### config.mk
export PLATFORM = sky130hd
export DESIGN_NAME = corr_branch_pred
export DESIGN_NICKNAME = d
export VERILOG_FILES = /design/src/rtl/bp_pkg.sv /design/src/rtl/bp_hist_reg.sv /design/src/rtl/bp_index.sv /design/src/rtl/bp_ctr_table.sv /design/src/rtl/corr_branch_pred.sv
export SDC_FILE = /design/constraint.sdc
export NUM_CORES = 1
export LEC_CHECK = 0
export ABC_AREA = 1
export BUFFER_PORTS_ARGS = -buffer_cell sky130_fd_sc_hd__buf_2
export CAP_MARGIN = 5
export CELL_PAD_IN_SITES_DETAIL_PLACEMENT = 1
export CELL_PAD_IN_SITES_GLOBAL_PLACEMENT = 2
export CORE_MARGIN = 10
export CORE_UTILIZATION = 40
export DETAILED_ROUTE_END_ITERATION = 7
export GPL_ROUTABILITY_DRIVEN = 0
export HOLD_SLACK_MARGIN = 0.1
export PLACE_DENSITY = 0.95
export SLEW_MARGIN = 20
export SYNTH_ARGS = -nofsm -noshare
export SYNTH_HDL_FRONTEND = slang
export SYNTH_SLANG_ARGS = --single-unit
### constraint.sdc
create_clock -name clk -period 4.5 [get_ports clk]
set_clock_uncertainty 0.15 [all_clocks]
set_input_delay 0.675 -clock clk [delete_from_list [all_inputs] [get_ports clk]]
set_output_delay 0.675 -clock clk [all_outputs]
set_load 0.02 [all_outputs]
### src/rtl/bp_pkg.sv
package bp_pkg;
   // How the counter index is built from address bits and history bits.
   typedef enum logic {
      MAP_CONCAT = 1'b0,   // {history, address}: one group of counters per address
      MAP_XOR    = 1'b1    // address ^ history: shared, smaller table
   } map_mode_e;
endpackage

### src/rtl/bp_hist_reg.sv
module bp_hist_reg #(
   parameter int HIST_BITS = 2
) (
   input  logic                 clk,
   input  logic                 rst,
   input  logic                 shift_en,
   input  logic                 bit_in,
   output logic [HIST_BITS-1:0] hist
);
   logic [HIST_BITS-1:0] hist_q;

   generate
      if (HIST_BITS == 1) begin : g_single
         always_ff @(posedge clk) begin
            if (rst)           hist_q <= '0;
            else if (shift_en) hist_q <= bit_in;
         end
      end else begin : g_multi
         always_ff @(posedge clk) begin
            if (rst)           hist_q <= '0;
            else if (shift_en) hist_q <= {hist_q[HIST_BITS-2:0], bit_in};
         end
      end
   endgenerate

   assign hist = hist_q;
endmodule

### src/rtl/bp_index.sv
module bp_index
   import bp_pkg::*;
#(
   parameter int        ADDR_BITS = 4,
   parameter int        HIST_BITS = 2,
   parameter map_mode_e MAP_MODE  = MAP_CONCAT,
   parameter int        IDX_W     = (MAP_MODE == MAP_CONCAT) ? ADDR_BITS + HIST_BITS : ADDR_BITS
) (
   input  logic [ADDR_BITS-1:0] addr,
   input  logic [HIST_BITS-1:0] hist,
   output logic [IDX_W-1:0]     idx
);
   generate
      if (MAP_MODE == MAP_CONCAT) begin : g_concat
         assign idx = {hist, addr};
      end else begin : g_xor
         assign idx = addr ^ IDX_W'(hist);
      end
   endgenerate
endmodule

### src/rtl/bp_ctr_table.sv
module bp_ctr_table #(
   parameter int IDX_W    = 6,
   parameter int CTR_BITS = 2
) (
   input  logic                clk,
   input  logic                rst,
   input  logic [IDX_W-1:0]    rd_idx,
   output logic [CTR_BITS-1:0] rd_ctr,
   input  logic                wr_en,
   input  logic [IDX_W-1:0]    wr_idx,
   input  logic                wr_taken
);
   localparam int                  DEPTH  = 2 ** IDX_W;
   localparam logic [CTR_BITS-1:0] SAT_HI = '1;
   localparam logic [CTR_BITS-1:0] INIT   = CTR_BITS'((1 << (CTR_BITS - 1)) - 1);

   logic [CTR_BITS-1:0] ctr_q [DEPTH];

   generate
      for (genvar e = 0; e < DEPTH; e++) begin : g_entry
         logic hit;
         assign hit = wr_en && (wr_idx == IDX_W'(e));
         always_ff @(posedge clk) begin
            if (rst) begin
               ctr_q[e] <= INIT;
            end else if (hit) begin
               if (wr_taken && (ctr_q[e] != SAT_HI))
                  ctr_q[e] <= ctr_q[e] + CTR_BITS'(1);
               else if (!wr_taken && (ctr_q[e] != '0))
                  ctr_q[e] <= ctr_q[e] - CTR_BITS'(1);
            end
         end
      end
   endgenerate

   // Read side sees register state, so a same-cycle write is not yet visible.
   assign rd_ctr = ctr_q[rd_idx];
endmodule

### src/rtl/corr_branch_pred.sv
module corr_branch_pred
   import bp_pkg::*;
#(
   parameter int        PC_W      = 32,
   parameter int        PC_SHIFT  = 2,
   parameter int        ADDR_BITS = 4,
   parameter int        HIST_BITS = 2,
   parameter int        CTR_BITS  = 2,
   parameter map_mode_e MAP_MODE  = MAP_CONCAT
) (
   input  logic                 clk,
   input  logic                 rst,
   input  logic [PC_W-1:0]      lk_pc,
   output logic                 lk_taken,
   output logic [HIST_BITS-1:0] lk_hist,
   input  logic                 upd_valid,
   input  logic [PC_W-1:0]      upd_pc,
   input  logic [HIST_BITS-1:0] upd_hist,
   input  logic                 upd_taken
);
   localparam int IDX_W = (MAP_MODE == MAP_CONCAT) ? ADDR_BITS + HIST_BITS : ADDR_BITS;
   localparam logic [CTR_BITS-1:0] THRESH = CTR_BITS'(1) << (CTR_BITS - 1);

   // Elaboration-time parameter checks
   generate
      if (CTR_BITS < 1)
         begin : g_bad_ctr  $error("CTR_BITS must be at least 1"); end
      if (HIST_BITS < 1)
         begin : g_bad_hist $error("HIST_BITS must be at least 1"); end
      if (ADDR_BITS < 1 || PC_SHIFT < 0 || PC_SHIFT + ADDR_BITS > PC_W)
         begin : g_bad_addr $error("address slice does not fit in PC_W"); end
      if (MAP_MODE == MAP_XOR && HIST_BITS > ADDR_BITS)
         begin : g_bad_xor  $error("XOR mode needs HIST_BITS <= ADDR_BITS"); end
      if (IDX_W > 12)
         begin : g_bad_size $error("counter table too large"); end
   endgenerate

   logic [ADDR_BITS-1:0] lk_addr, upd_addr;
   logic [IDX_W-1:0]     lk_idx, upd_idx;
   logic [CTR_BITS-1:0]  lk_ctr;
   logic                 unused_pc_bits;

   assign lk_addr        = lk_pc[PC_SHIFT +: ADDR_BITS];
   assign upd_addr       = upd_pc[PC_SHIFT +: ADDR_BITS];
   assign unused_pc_bits = ^{lk_pc, upd_pc};

   bp_hist_reg #(.HIST_BITS(HIST_BITS)) u_hist (
      .clk      (clk),
      .rst      (rst),
      .shift_en (upd_valid),
      .bit_in   (upd_taken),
      .hist     (lk_hist)
   );

   bp_index #(.ADDR_BITS(ADDR_BITS), .HIST_BITS(HIST_BITS),
              .MAP_MODE(MAP_MODE), .IDX_W(IDX_W)) u_lk_idx (
      .addr (lk_addr),
      .hist (lk_hist),
      .idx  (lk_idx)
   );

   bp_index #(.ADDR_BITS(ADDR_BITS), .HIST_BITS(HIST_BITS),
              .MAP_MODE(MAP_MODE), .IDX_W(IDX_W)) u_upd_idx (
      .addr (upd_addr),
      .hist (upd_hist),
      .idx  (upd_idx)
   );

   bp_ctr_table #(.IDX_W(IDX_W), .CTR_BITS(CTR_BITS)) u_table (
      .clk      (clk),
      .rst      (rst),
      .rd_idx   (lk_idx),
      .rd_ctr   (lk_ctr),
      .wr_en    (upd_valid),
      .wr_idx   (upd_idx),
      .wr_taken (upd_taken)
   );

   assign lk_taken = (lk_ctr >= THRESH);
endmodule

==> results of run 1 <==
stage by stage:
stage	instance area, um2	power, mW
finish	11100	3.04
floorplan	10200	1.60
detailed placement	10500	1.71
global route	11100	3.15
CTS	11100	3.05
global placement	10500	1.69
cells by family after synthesis:
family | count (synthesis)
AOI/OAI and AO/OA | 136
adders and majority gates | 126
buffers and inverters | 275
DFF | 130
muxes | 5
and+or+nand+nor | 624
power by group through the flow:
| stage | sequential, mW | combinational [mW] | clock (mW) |
|---|---|---|---|
| after floorplan | 1.39 | 0.204 | 0 |
| after global placement | 1.40 | 0.296 | 0 |
| after detailed placement | 1.40 | 0.307 | 0 |
| after CTS | 1.38 | 0.309 | 1.37 |
| after global routing | 1.38 | 0.345 | 1.42 |
| final | 1.38 | 0.308 | 1.36 |
area by class of cell:
type	instances	area [um2]
clock buffers	20	437
inverters	225	847
multi-input cells	891	5210
well taps	330	413
clock inverters	12	116
repair buffers	29	190
fillers	3169	14000
flip-flops and latches	130	3880
registers in the layout, summed over array words and instances (netlist names):
signal / count
u_table.ctr_q: 128
u_hist.hist: 2
layout by cell type (no fill, tap or decap), types with 5 or more instances in the layout:
master	Yosys	final
nor3_2	7	7
o22ai_1	26	26
nor2_2	7	7
inv_1	216	216
or2_2	6	6
nand2_1	215	215
mux2_2	5	5
edfxtp_1	128	128
o21ai_1	22	22
buf_2	21	16
buf_4	1	12
nor3_1	22	22
o21ai_0	75	75
inv_2	9	7
clkbuf_16	0	17
o211ai_1	8	8
nor2_1	149	149
ha_1	126	126
nand3_1	158	158
nand3b_1	6	6
nand4_1	35	35
clkinv_2	0	7
critical path, stage by stage:
cell	delay (ps)
buf_2	110
inv_1	550
nand3_1	270
nand3_1	130
nand2_1	50
nand2_1	60
nand3_1	80
nand3_1	80
nand2_1	70
buf_2	170
worst max-delay path by stage:
| stage | from | slack, ps | cells after the start | end |
|---|---|---|---|---|
| 2_1_floorplan | lk_pc[2] | 1990 | 10 | lk_taken |
| 3_3_place_gp | lk_pc[3] | 1440 | 10 | lk_taken |
| 3_5_place_dp | lk_pc[3] | 1440 | 10 | lk_taken |
| 4_1_cts | lk_pc[3] | 1440 | 10 | lk_taken |
| 5_1_grt | lk_pc[2] | 1310 | 12 | lk_taken |
| 6_report | lk_pc[3] | 1420 | 10 | lk_taken |
routing by layer:
metal	track usage, %	vias up	part of all wire [%]
met5	0	-	0
met4	5.86	0	2.2
met3	2.45	36	3.4
met2	31.9	162	50
met1	21.3	4306	44
li1	-	4300	-
==> metrics.txt, run 1 <==
synthesized area per cell 7.84 um2; relative slew slack 49.6%; largest net degree at the start of global routing 93; first-pass GRT wire length 47300 um; Post-Synthesis Cells 1296; Die H 179 um; Core Region 25100 um2; cell taking the most area after synthesis edfxtp_1; final count of pins violating max slew 0; most numerous cell in the Yosys netlist inv_1; Post-CTS Hold Buffers 0; Post-synth EDFFs 128; routed vias/inst approximately 5.4; Critical Path Source Type input pin; sw power 0.800 mW; sequential share of the synthesized area 38.2%; DP Cell Count between 1.5k and 2k; Nets 1490; Syn-to-layout area delta 9.18%; Critical Path AT approximately 2300 ps; mux share of post-synthesis cell area 0.554%; mapped cell area 10200 um2; # resized after CTS 0; status finished clean; Detail Route Antenna Nets 0; final setup vio count 0; drt drc 0; first drt pass iteration count 5; Crit. End Element primary output; Post-Route WL between 20000 and 30000 um; fraction of registers with async set/reset 0%; Worst R2R End u_table.ctr_q[58][0]; Logic pwr share 10.1%; PD cells 274 nW/um2; drt wl/cell 17.5 um; Yosys cell types 34; Simple-Gate Fraction of Synth Area around 28%; Clk network pwr share 44.6%; Yosys top cell area share 37.8%; adder-cell share of the synthesized area about 16%; vias in the first global route 9340; min-delay src u_hist.hist[0]; CTS tree done; # rows 58; WHS 431 ps; Synth Area in Compound Gates 7.25%; Setup TNS Final 0 ps; Hold EP u_hist.hist[1]; Sequential Power Share 45.2%; unrepaired setup endpoints after global routing no; Post-Layout Cell Count 1637; Worst-Skew Late Latency 430 ps; Mapped Nets approximately 1.5k; die area 32200 um2; grt ovf 0; share of cells above drive strength 1 about 7.7%; largest family of logic cells by synthesized area simple AND/OR/NAND/NOR gates; Root Driver clkbuf_16; Final Core Density 44.2%; Max H-tree Level 4; hold crit path type flop to flop; diode count 0; Setup WS post-layout between 1000 and 1500 ps; Worst VDD drop between 200 and 300 uV; worst hold stages 2; #FFs+latches synth between 100 and 150; CP max FO 16; total track usage 17.8%; Fin. Hold Viols 0; top_reg_cell synth edfxtp_1; critical setup path kind input pin to primary output; warnings from Yosys 0; Chip Width 179 um; internal power 2.24 mW; Pleak 4.91 nW; I/O Buffers 16; dpl ws 1440 ps; initial antenna violation count 0; vias after detailed routing between 8k and 9k; r2r setup slk 2660 ps; FF-to-FF Start u_table.ctr_q[58][0]; Fmax 325 MHz; CTS Sinks 130; Slew @ Worst Pin 755 ps; maxcap violations 0; Longest Clk Path Bufs 2; post-CTS setup buffers 0; Worst EP required 3670 ps; switching part of the total a little over a quarter; number of DRC markers in iteration 0 513; commonest cells in the netlist inv_1 (216), nand2_1 (215), nand3_1 (158), nor2_1 (149), edfxtp_1 (128); I/O pins 73; number of cells on the worst reg-to-reg path 6; Starting Density 40.5%; Post-Synth XOR/XNOR Area 0%; period utilization 68.4%; clk slew on worst S/H paths 60 ps; fin crit period 3080 ps; Synth area leaders edfxtp_1 (38%), ha_1 (16%), inv_1 (8.0%); HPWL Detailed 20500 um; total CTS buffers 17
No activity file was read; power rests on OpenSTA's default activity.
==> run 2, diff against run 1 <==
- CORE_UTILIZATION: 40 -> 33
- PLACE_DENSITY: 0.95 -> 0.88
- clock period: 4.5 -> 2.8 ns (I/O delays scaled with it)
==> run 2 against run 1 <==
Setup slack got worse by 1000 ps. Total power grew 70%. Count of clock-buffer cells in the layout is 2 lower. Sequential cell count unchanged. Utilization fell by 6.6 points. Critical path depth grew 1. Cell count up 5.2%. Largest cell class unchanged. Largest power group is now the clock network.
==> metrics.txt, run 2 (same netlist as run 1, synthesis figures left out) <==
r2r setup slk roughly 920 ps; relative slew slack 59.0%; Sequential Power Share ~43%; number of DRC markers in iteration 0 477; commonest non-fill, non-tap cell in the layout inv_1; Final Core Density 37.5%; die area ~38000 um2; Fmax 415 MHz; Nets ~1.5k; share of cells above drive strength 1 9.20%; Crit. End Element primary output; largest net degree at the start of global routing 49; fin crit period 2410 ps; post-CTS setup buffers 0; Die H slightly below 200 um; Cell Chain, Critical Path buf_2, inv_1, buf_4, nand3_1, nand3_1, nand2_1, nand2_1, nand3_1, nand3_1, nand2_1, buf_2; end of the critical path lk_taken; slowest stage cell on the critical path buf_2; initial antenna violation count 1; slowest stage delay, CP 250 ps; Syn-to-layout area delta 12.7%; Top Family by Delay on Critical Path buffers and inverters; register with the most flip-flops u_table.ctr_q; diode count 0; Critical path origin lk_pc[3]; Logic pwr share between 10% and 20%; HPWL Detailed 21400 um; CP bufs+invs 4; first drt pass iteration count 4; vias after detailed routing 8787; Cell Area, Placed 10800 um2; total CTS buffers 17; CP max FO 10; internal power 3.82 mW; most frequent CP cell nand3_1; # rows 64; final instance area 11500 um2; sw power 1.34 mW; drt wl/cell ~17 um; Chip Width 195 um; Setup TNS Final 0 ps; Worst R2R End u_table.ctr_q[12][1]; vias in the first global route 9187; Worst VDD drop 448 uV; FF-to-FF Start u_table.ctr_q[12][0]; Starting Density between 30% and 40%; Pleak 5.05 nW; number of cells on the worst reg-to-reg path 6; maxcap violations 0; Longest Clk Path Bufs 2; Root Driver clkbuf_16; CTS Sinks between 100 and 150; Post-Route WL about 29000 um; Fin. Hold Viols 0; unrepaired setup endpoints after global routing no; Worst-Skew Late Latency 430 ps; clk slew on worst S/H paths 60 ps; Core Region 30500 um2; total track usage 15.1%; Detail Route Antenna Nets 0; CP Depth 11; min-delay src upd_valid; drt drc 0; final setup vio count 0; CTS tree done; I/O Buffers 16; routed vias/inst 5.10; Worst EP required between 2000 and 2500 ps; Power, Total about 5.2 mW; Max H-tree Level 4; PD cells 450 nW/um2; Post-CTS Hold Buffers 0; Critical Path AT between 1500 and 2000 ps; period utilization 86.0%; Clk network pwr share 46.9%; hold crit path type input pin to flop; switching part of the total 25.9%; final count of pins violating max slew 0; grt ovf 0; # resized after CTS 0; critical setup path kind input pin to primary output; Critical Path Source Type input pin; Largest register FFs 128; Slew @ Worst Pin ~610 ps; first-pass GRT wire length 47500 um; status finished clean; I/O pins 73; most frequent cells in the layout inv_1 (216), nand2_1 (215), nand3_1 (158)
[run 2: changes by cell type in the layout (fill, tap and decap cells not counted), moves of 2 or more]
| cell | previous run | this run |
|---|---|---|
| buf_4 | 12 | 27 |
| buf_12 | 1 | 6 |
| clkinv_2 | 7 | 3 |
| bufinv_16 | 2 | 4 |
| clkbuf_1 | 3 | 1 |
| clkinv_4 | 1 | 3 |
[run 2: power groups by stage]
| stage | Combinational [mW] | Clock [mW] | Sequential, mW |
|---|---|---|---|
| after floorplan | 0.328 | 0 | 2.24 |
| after global placement | 0.506 | 0 | 2.25 |
| after detailed placement | 0.522 | 0 | 2.25 |
| after global routing | 0.590 | 2.53 | 2.22 |
| after CTS | 0.528 | 2.44 | 2.21 |
| final | 0.523 | 2.42 | 2.21 |
[run 2: how the worst min path moves through the flow]
stage,cells after the start,slack (ps),end
after detailed placement,2,400,u_hist.hist[1]
after CTS,2,180,u_hist.hist[1]
after floorplan,1,410,u_table.ctr_q[1][0]
final,2,180,u_hist.hist[1]
after global placement,2,400,u_hist.hist[1]
after global routing,2,210,u_hist.hist[0]
[run 2: final cells by class]
cell class                      instances  area (um2)
Clock buffer                           18         429
Clock inverter                         13         186
Fill cell                            3660       19100
Inverter                              225         847
Multi-Input combinational cell        891        5210
Sequential cell                       130        3880
Tap cell                              396         495
Timing Repair Buffer                   49         403
[run 2: per-layer routing]
layer | global-route usage (%) | vias to the layer above | wire length (um)
li1 | - | 4337 | -
met1 | 19.2 | 4305 | 13400
met2 | 25.9 | 112 | 14100
met3 | 1.88 | 31 | 812
met4 | 5.06 | 2 | 486
met5 | 0 | - | 7
[run 2: metrics by stage]
step | setup WS (ps) | cells | hold slack (ps)
after global routing | 240 | 1722 | 215
final | 391 | 1722 | 181
after CTS | 388 | 1722 | 175
after global placement | 409 | 1691 | 401
after detailed placement | 384 | 1691 | 403
after floorplan | 802 | 1296 | 409
==> run 3, diff against run 2 <==
- BUFFER_PORTS_ARGS: -buffer_cell sky130_fd_sc_hd__buf_2 -> -buffer_cell sky130_fd_sc_hd__clkbuf_2
==> run 3 against run 2 <==
Combinational power down 3%. Register-to-register slack better by 80 ps. Largest power group unchanged. Setup slack worse by 120 ps. Sequential cell count unchanged. Critical endpoint unchanged.
==> metrics.txt, run 3 (same netlist as run 1, synthesis figures left out) <==
slowest stage delay, CP 510 ps; Setup TNS Final 0 ps; critical setup path kind input pin to primary output; Critical Path Source Type input pin; first drt pass iteration count 5; FF-to-FF Start u_table.ctr_q[58][0]; Pleak 4.96 nW; CP bufs+invs 3; Die H 195 um; post-CTS setup buffers 0; I/O Buffers 16; hold crit path type input pin to flop; clk slew on worst S/H paths around 60 ps; Crit. End Element primary output; grt ovf 0; CP max FO 16; Post-Route WL ~29000 um; total CTS buffers 17; Nets roughly 1.5k; Detail Route Antenna Nets 0; status finished clean; Syn-to-layout area delta 11.1%; CTS tree done; period utilization 90.2%; maxcap violations 0; Max H-tree Level 4; vias in the first global route just over 9k; number of DRC markers in iteration 0 roughly 440; slowest stage cell on the critical path inv_1; fin crit period ~2500 ps; initial antenna violation count 0; Worst VDD drop 422 uV; Fmax 396 MHz; PD cells about 440 nW/um2; commonest non-fill, non-tap cell in the layout inv_1; Critical Path AT between 1500 and 2000 ps; Top Family by Delay on Critical Path buffers and inverters; Root Driver clkbuf_16; Starting Density 33.3%; drt drc 0; Critical path origin lk_pc[3]; # rows 64; routed vias/inst roughly 5.1; unrepaired setup endpoints after global routing no; drt wl/cell 17.1 um; Chip Width 195 um; relative slew slack a little over half; final setup vio count 0; I/O pins 73; CTS Sinks 130; Worst-Skew Late Latency about 430 ps; Cell Chain, Critical Path clkbuf_2, inv_1, nand3_1, nand3_1, nand2_1, nand2_1, nand3_1, nand3_1, nand2_1, clkbuf_2; share of cells above drive strength 1 under 10%; Post-CTS Hold Buffers 0; register with the most flip-flops u_table.ctr_q; diode count 0; WHS 217 ps; HPWL Detailed 21200 um; first-pass GRT wire length around 48000 um; most frequent cells in the layout inv_1 (216), nand2_1 (215), nand3_1 (158); die area 38200 um2; total track usage between 15 and 20%; Worst EP required 2230 ps; Longest Clk Path Bufs 2; # resized after CTS 0; Largest register FFs 128; min-delay src upd_valid; Slew @ Worst Pin 690 ps; most frequent CP cell nand3_1; Fin. Hold Viols 0; Core Region 30500 um2; vias after detailed routing slightly below 9k; largest net degree at the start of global routing 65; final count of pins violating max slew 0
run 3: cell types whose count changed in the layout (fill, tap and decap cells not counted), sizes merged:
cell,change
clkinvlp,+1
clkbuf,+15
buf,-27
clkinv,+3
bufinv,-2
run 3: final cells by class:
class / count / area (um2)
multi-input cells: 891 / 5210
inverters: 225 / 847
clock inverters: 15 / 143
repair buffers: 38 / 283
well taps: 396 / 495
flip-flops and latches: 130 / 3880
fillers: 3681 / 19200
clock buffers: 17 / 425
run 3: metal layers:
layer	GRT usage, %	vias up	routed length (um)
met2	27.5	124	14500
met1	18.7	4339	13300
li1	-	4317	-
met5	0	-	0
met4	3.79	0	379
met3	2.45	22	1070
run 3: final timing paths:
check | endpoint | slack [ps] | cells after the start
hold / removal | u_hist.hist[1] | 220 | 2
setup / recovery | lk_taken | 280 | 10
hold reg to reg | u_hist.hist[1] | 420 | 2
setup reg to reg | u_table.ctr_q[58][1] | 1000 | 6
run 3: power by group:
group	total, mW	leakage, nW	internal [mW]	switching (mW)
sequential	2.21	1.12	2.17	0.0402
clock	2.24	0.268	1.30	0.939
combinational	0.507	3.58	0.142	0.364
run 3: through the flow:
step	setup slack, ps	utilization [%]	cells	cell area [um2]	total power, mW
after floorplan	802	-	1296	10200	2.57
after global placement	276	35.1	1680	10700	2.74
after detailed placement	292	35.1	1680	10700	2.76
after CTS	291	37.0	1712	11300	5.00
after global routing	135	37.0	1712	11300	5.13
final	276	37.0	1712	11300	4.96
